### src/rtl/hazard_pkg.sv
package hazard_pkg;
  typedef enum logic [1:0] {
    SRC_REGFILE = 2'd0,
    SRC_EXMEM   = 2'd1,
    SRC_MEMWB   = 2'd2
  } byp_src_e;
endpackage

### src/rtl/hz_bypass_pick.sv
module hz_bypass_pick
  import hazard_pkg::*;
#(
  parameter int IDX_W = 5
) (
  input  logic             clk,
  input  logic             rst_n,
  input  logic [IDX_W-1:0] src,
  input  logic [IDX_W-1:0] exmem_rd,
  input  logic             exmem_we,
  input  logic [IDX_W-1:0] memwb_rd,
  input  logic             memwb_we,
  output byp_src_e         sel
);
  function automatic logic producer_hit(input logic we, input logic [IDX_W-1:0] rd,
                                        input logic [IDX_W-1:0] s);
    return we && (rd != '0) && (rd == s);
  endfunction

  logic hit_exmem, hit_memwb;
  assign hit_exmem = producer_hit(exmem_we, exmem_rd, src);
  assign hit_memwb = producer_hit(memwb_we, memwb_rd, src);

  always_comb begin
    if (hit_exmem)      sel = SRC_EXMEM;
    else if (hit_memwb) sel = SRC_MEMWB;
    else                sel = SRC_REGFILE;
  end

  AST_ZERO_SRC_LOCAL: assert property (@(posedge clk) disable iff (!rst_n)
    (src == '0) |-> (sel == SRC_REGFILE));
  AST_SEL_LEGAL: assert property (@(posedge clk) disable iff (!rst_n)
    sel != 2'd3);
  AST_NEWEST_WINS: assert property (@(posedge clk) disable iff (!rst_n)
    (hit_exmem && hit_memwb) |-> (sel == SRC_EXMEM));
  AST_DISABLED_NOT_USED: assert property (@(posedge clk) disable iff (!rst_n)
    (!exmem_we && !memwb_we) |-> (sel == SRC_REGFILE));
endmodule

### src/rtl/hz_load_use.sv
module hz_load_use #(
  parameter int IDX_W = 5
) (
  input  logic             clk,
  input  logic             rst_n,
  input  logic [IDX_W-1:0] id_rs1,
  input  logic [IDX_W-1:0] id_rs2,
  input  logic [IDX_W-1:0] ex_rd,
  input  logic             ex_is_load,
  output logic             need_stall
);
  logic dest_live, src_match;
  assign dest_live  = ex_is_load && (ex_rd != '0);
  assign src_match  = (ex_rd == id_rs1) || (ex_rd == id_rs2);
  assign need_stall = dest_live && src_match;

  AST_ZERO_DEST_NO_STALL: assert property (@(posedge clk) disable iff (!rst_n)
    (ex_rd == '0) |-> !need_stall);
  AST_NONLOAD_NO_STALL: assert property (@(posedge clk) disable iff (!rst_n)
    !ex_is_load |-> !need_stall);
endmodule

### src/rtl/hz_pipe_ctrl.sv
module hz_pipe_ctrl (
  input  logic clk,
  input  logic rst_n,
  input  logic need_stall,
  input  logic redirect,
  output logic pc_hold,
  output logic ifid_hold,
  output logic ifid_clear,
  output logic idex_clear
);
  logic stall_eff;
  assign stall_eff  = need_stall && !redirect;
  assign pc_hold    = stall_eff;
  assign ifid_hold  = stall_eff;
  assign ifid_clear = redirect;
  assign idex_clear = redirect || stall_eff;

  AST_FLUSH_WINS: assert property (@(posedge clk) disable iff (!rst_n)
    redirect |-> (!pc_hold && !ifid_hold && ifid_clear && idex_clear));
  AST_STALL_BUBBLE: assert property (@(posedge clk) disable iff (!rst_n)
    (need_stall && !redirect) |-> (pc_hold && ifid_hold && idex_clear && !ifid_clear));
  AST_HOLD_NEEDS_CAUSE: assert property (@(posedge clk) disable iff (!rst_n)
    ifid_hold |-> need_stall);
  AST_CLEAR_NEEDS_CAUSE: assert property (@(posedge clk) disable iff (!rst_n)
    ifid_clear |-> idex_clear);
endmodule

### src/rtl/hazard_ctrl.sv
module hazard_ctrl
  import hazard_pkg::*;
#(
  parameter int IDX_W = 5
) (
  input  logic             clk,
  input  logic             rst_n,
  input  logic [IDX_W-1:0] id_rs1,
  input  logic [IDX_W-1:0] id_rs2,
  input  logic [IDX_W-1:0] ex_rs1,
  input  logic [IDX_W-1:0] ex_rs2,
  input  logic [IDX_W-1:0] ex_rd,
  input  logic             ex_is_load,
  input  logic [IDX_W-1:0] exmem_rd,
  input  logic             exmem_we,
  input  logic [IDX_W-1:0] memwb_rd,
  input  logic             memwb_we,
  input  logic             ex_redirect,
  output logic [1:0]       fwd_a,
  output logic [1:0]       fwd_b,
  output logic             pc_hold,
  output logic             ifid_hold,
  output logic             ifid_clear,
  output logic             idex_clear
);
  localparam int N_OPS = 2;

  logic [IDX_W-1:0] op_src [N_OPS];
  byp_src_e         op_sel [N_OPS];
  logic             load_hazard;

  assign op_src[0] = ex_rs1;
  assign op_src[1] = ex_rs2;

  for (genvar g = 0; g < N_OPS; g++) begin : g_op
    hz_bypass_pick #(.IDX_W(IDX_W)) u_pick (
      .clk      (clk),
      .rst_n    (rst_n),
      .src      (op_src[g]),
      .exmem_rd (exmem_rd),
      .exmem_we (exmem_we),
      .memwb_rd (memwb_rd),
      .memwb_we (memwb_we),
      .sel      (op_sel[g])
    );
  end

  assign fwd_a = op_sel[0];
  assign fwd_b = op_sel[1];

  hz_load_use #(.IDX_W(IDX_W)) u_load_use (
    .clk        (clk),
    .rst_n      (rst_n),
    .id_rs1     (id_rs1),
    .id_rs2     (id_rs2),
    .ex_rd      (ex_rd),
    .ex_is_load (ex_is_load),
    .need_stall (load_hazard)
  );

  hz_pipe_ctrl u_ctrl (
    .clk        (clk),
    .rst_n      (rst_n),
    .need_stall (load_hazard),
    .redirect   (ex_redirect),
    .pc_hold    (pc_hold),
    .ifid_hold  (ifid_hold),
    .ifid_clear (ifid_clear),
    .idex_clear (idex_clear)
  );

  AST_EXMEM_BYPASS_A: assert property (@(posedge clk) disable iff (!rst_n)
    (exmem_we && exmem_rd != '0 && exmem_rd == ex_rs1) |-> (fwd_a == 2'd1));
  AST_MEMWB_ONLY_B: assert property (@(posedge clk) disable iff (!rst_n)
    (!exmem_we && memwb_we && memwb_rd != '0 && memwb_rd == ex_rs2) |-> (fwd_b == 2'd2));
  AST_REDIRECT_SQUASH: assert property (@(posedge clk) disable iff (!rst_n)
    ex_redirect |-> (ifid_clear && idex_clear));
endmodule

### config.mk
export PLATFORM = sky130hd
export DESIGN_NAME = hazard_ctrl
export DESIGN_NICKNAME = d
export VERILOG_FILES = /design/src/rtl/hazard_pkg.sv /design/src/rtl/hz_bypass_pick.sv /design/src/rtl/hz_load_use.sv /design/src/rtl/hz_pipe_ctrl.sv /design/src/rtl/hazard_ctrl.sv
export SDC_FILE = /design/constraint.sdc
export NUM_CORES = 1
export LEC_CHECK = 0
export CORE_ASPECT_RATIO = 1.1
export CORE_MARGIN = 2
export CORE_UTILIZATION = 26
export DETAILED_ROUTE_END_ITERATION = 10
export GPL_TIMING_DRIVEN = 0
export PLACE_DENSITY_LB_ADDON = 0.05
export SETUP_SLACK_MARGIN = 0.15
export SYNTH_ARGS = -nofsm -noshare
export SYNTH_HDL_FRONTEND = slang
export SYNTH_SLANG_ARGS = --single-unit
### constraint.sdc
create_clock -name vclk -period 1.5
set_input_delay 0.3 -clock vclk [all_inputs]
set_output_delay 0.3 -clock vclk [all_outputs]
set_load 0.01 [all_outputs]
* Word-level counts from Yosys, hierarchy flattened
Cells that the tools add are included.
Cells by class: equal/unequal tests 6, multiplexer cells 4, reductions and logical operators 15
Operators with widths (number):
- 5-bit equality test | 6
- 5-bit nonzero test | 3
- 1-bit logical AND | 9
- 2-bit 2-to-1 mux | 4
- 1-bit logical OR | 2
- 1-bit zero test | 1
Word-level totals: logic and storage cells 25, flip-flop bits (word level) 0, bits of input ports 41, output and inout port bits 8

* Depth between registers and ports, before layout
depth after elaboration 5, mapped depth 5, gate-level depth less buffers 4

* Modules after synthesis
A second synthesis with hierarchy kept.
Second synthesis, totals: cells, all modules 63, area, all modules 470.5 µm²
By module, submodules not included:
- hz_bypass_pick | area each 158.9 µm², cells each 21, seq. area each 0.0 µm², times used 2
- hz_load_use | area each 125.1 µm², cells each 17, seq. area each 0.0 µm², times used 1
- hz_pipe_ctrl | area each 27.5 µm², cells each 4, seq. area each 0.0 µm², times used 1

* Worst setup path before layout
OpenSTA, ideal clock, no wires.
path kind input to output, start point in exmem_rd[1], end point out fwd_a[1], stages on the path 4, arrival time 1405 ps, path buffers 0, slack -205 ps, data required time 1200 ps, cell sequence or4_1 o21ai_2 nor4_1 nor4_2
On the way: longest elaborated chain between the ends 4, elaborated cells on any way between the ends 5, classes of those cells eq/ne (1); mux (1); reduce/logical (3)
RTL lines:
- start: declaration | line hazard_ctrl.sv:14 | input logic [IDX_W-1:0] exmem_rd,
- 5-bit nonzero test | line hz_bypass_pick.sv:17 | return we && (rd != '0) && (rd == s);
- 1-bit logical AND | line hz_bypass_pick.sv:17
- 1-bit logical AND (*) | line hz_bypass_pick.sv:17
- named net g_op[0].u_pick.hit_exmem | line hz_bypass_pick.sv:20 | logic hit_exmem, hit_memwb;
- 2-bit 2-to-1 mux (*) | line hz_bypass_pick.sv:25 | if (hit_exmem) sel = SRC_EXMEM;
- end: declaration | line hazard_ctrl.sv:19 | output logic [1:0] fwd_a,
The timed path passes the listed nets; every way through them passes the cells marked *.

* Worst setup path after layout
start point in ex_rs2[4], end point out fwd_b[1]
On the way: longest elaborated chain between the ends 4, elaborated cells on any way between the ends 6, classes of those cells eq/ne (2); mux (2); reduce/logical (2)
RTL lines:
- start: declaration | line hazard_ctrl.sv:11 | input logic [IDX_W-1:0] ex_rs2,
- 5-bit equality test | line hz_bypass_pick.sv:17
- 1-bit logical AND | line hz_bypass_pick.sv:17
- 2-bit 2-to-1 mux | line hz_bypass_pick.sv:26 | else if (hit_memwb) sel = SRC_MEMWB;
- 2-bit 2-to-1 mux (*) | line hz_bypass_pick.sv:25
- end: declaration | line hazard_ctrl.sv:20 | output logic [1:0] fwd_b,
Mark *: on every way between the ends. The rest lies on a longest branch, timed or not.

==> flow_metrics.env <==
export IMPL_outcome="finished with violations"
export IMPL_violations="setup timing"
export IMPL_cap_violations=0
export IMPL_rsz0062_at_grt="yes"
export IMPL_maxSlewViolCount=0
export IMPL_crit_type="in2out"
export IMPL_nFlopsAndLatches=0
export IMPL_grt_max_degree=4
export IMPL_fp_coreArea_um2=1580
export IMPL_dpl_hpwl_mm=1.25
export IMPL_routabilityCongestion=0.714
export IMPL_worstSetupEndpointType="output port"
export IMPL_die_x_um=43.0
export IMPL_grt_usage=0.149
export IMPL_drcViolationCount=0
export IMPL_netlist_area_um2=434
export IMPL_crit_family="simple AND/OR/NAND/NOR gates"
export IMPL_fp_row_count=15
export IMPL_initial_core_util=0.275
export IMPL_gr_total_overflow=0
export IMPL_max_freq_ghz=0.504
export IMPL_die_area_um2=2010
export IMPL_path_max_fanout=2
export IMPL_ys_top_cells_by_count="xor2_1, xnor2_1, or4_1, buf_4, nor3_1"
export IMPL_synth_most_common_cell="xor2_1"
export IMPL_cp_start_kind="input pin"
export IMPL_antenna_found_initial=0
export IMPL_synthToLayoutAreaGrowth_pct=133
export IMPL_synth_seq_area_share=0
export IMPL_relSlewSlack=0.804
export IMPL_first_iter_violations=1
export IMPL_io_pins=49
export IMPL_nNetsFinal=150
export IMPL_finalHoldViolCount=0
export IMPL_cp_cell_sequence="dlygate4sd2_1 -> xor2_1 -> or4_4 -> nor4_4 -> buf_2"
export IMPL_vias=564
export IMPL_ys_top_cells_by_area="xor2_1, xnor2_1, or4_1"
export IMPL_required_ns=1.20
export IMPL_leakage_nw=0.442
export IMPL_tns_ns=-1.95
export IMPL_drtPass1Iterations=2
export IMPL_crit_buf_inv=2
export IMPL_first_global_vias=570
export IMPL_avgRoutedWirePerCell_um=11.8
export IMPL_finalSetupViolCount=7
export IMPL_synth_distinct_cells=14
export IMPL_cp_slowest_cell="or4_4"
export IMPL_fin_crit_ns=1.98
export IMPL_post_route_period_util=1.32
export IMPL_layout_drive_gt1_share=0.393
export IMPL_grt_pass1_wl_mm=2.39
export IMPL_ys_warn_count=0
export IMPL_placed_cell_area_um2=996
export IMPL_holdBufCountCts=0
export IMPL_setup_ws_ns=-0.483
export IMPL_ir_worst_vdd_v=0.000115
export IMPL_worstHoldPathType="in2out"
export IMPL_n_clock_buffer=0
export IMPL_worstMarginPinSlew_ns=0.292
export IMPL_arrival_ns=1.68
export IMPL_syn_mean_instance_area_um2=7.89
export IMPL_final_area_um2=1010
export IMPL_regArea_um2=0
export IMPL_numPortBuffers=47
export IMPL_die_y_um=46.9
export IMPL_cellPowerDensity_nw_per_um2=246
export IMPL_yosysTopAreaCell="xor2_1"
export IMPL_wirelength_mm=1.47
export IMPL_ant_nets=0
export IMPL_syn_num_nets=96
export IMPL_synth_top_cell_area_share=0.484
export IMPL_synth_cells=55
export IMPL_diodes=0
export IMPL_vias_per_cell=4.55
export IMPL_cp_slowest_stage_delay_ns=0.55
==> power by group <==
group	switching (mW)	internal (mW)
Clock	0	0
Combinational	0.112	0.137
Sequential	0	0
==> stage by stage <==
stage               instances  setup WS [ns]  total power, mW  utilization  hold WS (ns)
floorplan                  55         -0.100            0.103            -         0.637
global placement          119          -1.16            0.255        0.632          1.61
detailed placement        119          -1.14            0.257        0.632          1.61
CTS                       123         -0.487            0.245        0.632          1.03
global route              124         -0.573            0.270        0.642          1.06
finish                    124         -0.483            0.249        0.642          1.04
==> path summary, 6_finish.rpt <==
check	startpoint	to	slack [ns]	cells past startpoint
max	ex_rs2[4]	fwd_b[1]	-0.48	5
min	ex_redirect	ifid_hold	1.04	3
==> what timing repair did <==
action,4_1_cts,5_1_grt
resized for setup,120,6
setup buffers,4,1
pin swaps,21,7
setup endpoints to repair,8,7
==> final cells by class <==
class / instances / area [µm²]
tap: 17 / 21.3
fill: 165 / 564
buffer: 4 / 30.0
timing repair buffer: 52 / 455
multi-input combinational: 51 / 505
==> layer usage <==
metal	vias up	GRT usage	wire length (µm)
li1	296	-	-
met1	242	0.198	611
met2	26	0.294	756
met3	0	0	97
met4	0	0	0
met5	-	0	0
==> cell usage in the layout (no fill, tap or decap) <==
master,synthesis,layout
xor2_1,24,24
dlygate4sd2_1,0,18
buf_2,0,9
clkdlybuf4s15_1,0,8
buf_4,4,7
buf_6,0,7
xnor2_1,6,6
or4_4,0,4
nor4_4,0,4
nor3_2,0,3
o21ai_4,0,2
nand3_1,2,2
nor2_1,2,2
clkdlybuf4s50_1,0,2
buf_8,0,2
clkbuf_2,0,2
or4_1,5,1
o21ai_1,1,1
a22oi_2,0,1
o21bai_1,1,1
clkdlybuf4s15_2,0,1
==> cell families (layout without fill, tap and decap cells) <==
logic type | after synthesis | count (layout) | share of synthesized area
xor gates and xnor gates | 30 | 30 | 0.605
buffers and inverters | 4 | 56 | 0.0692
and+or+nand+nor | 16 | 16 | 0.248
AOI/OAI and AO/OA | 5 | 5 | 0.0778
Note: power is estimated with default switching activity, not from simulation.
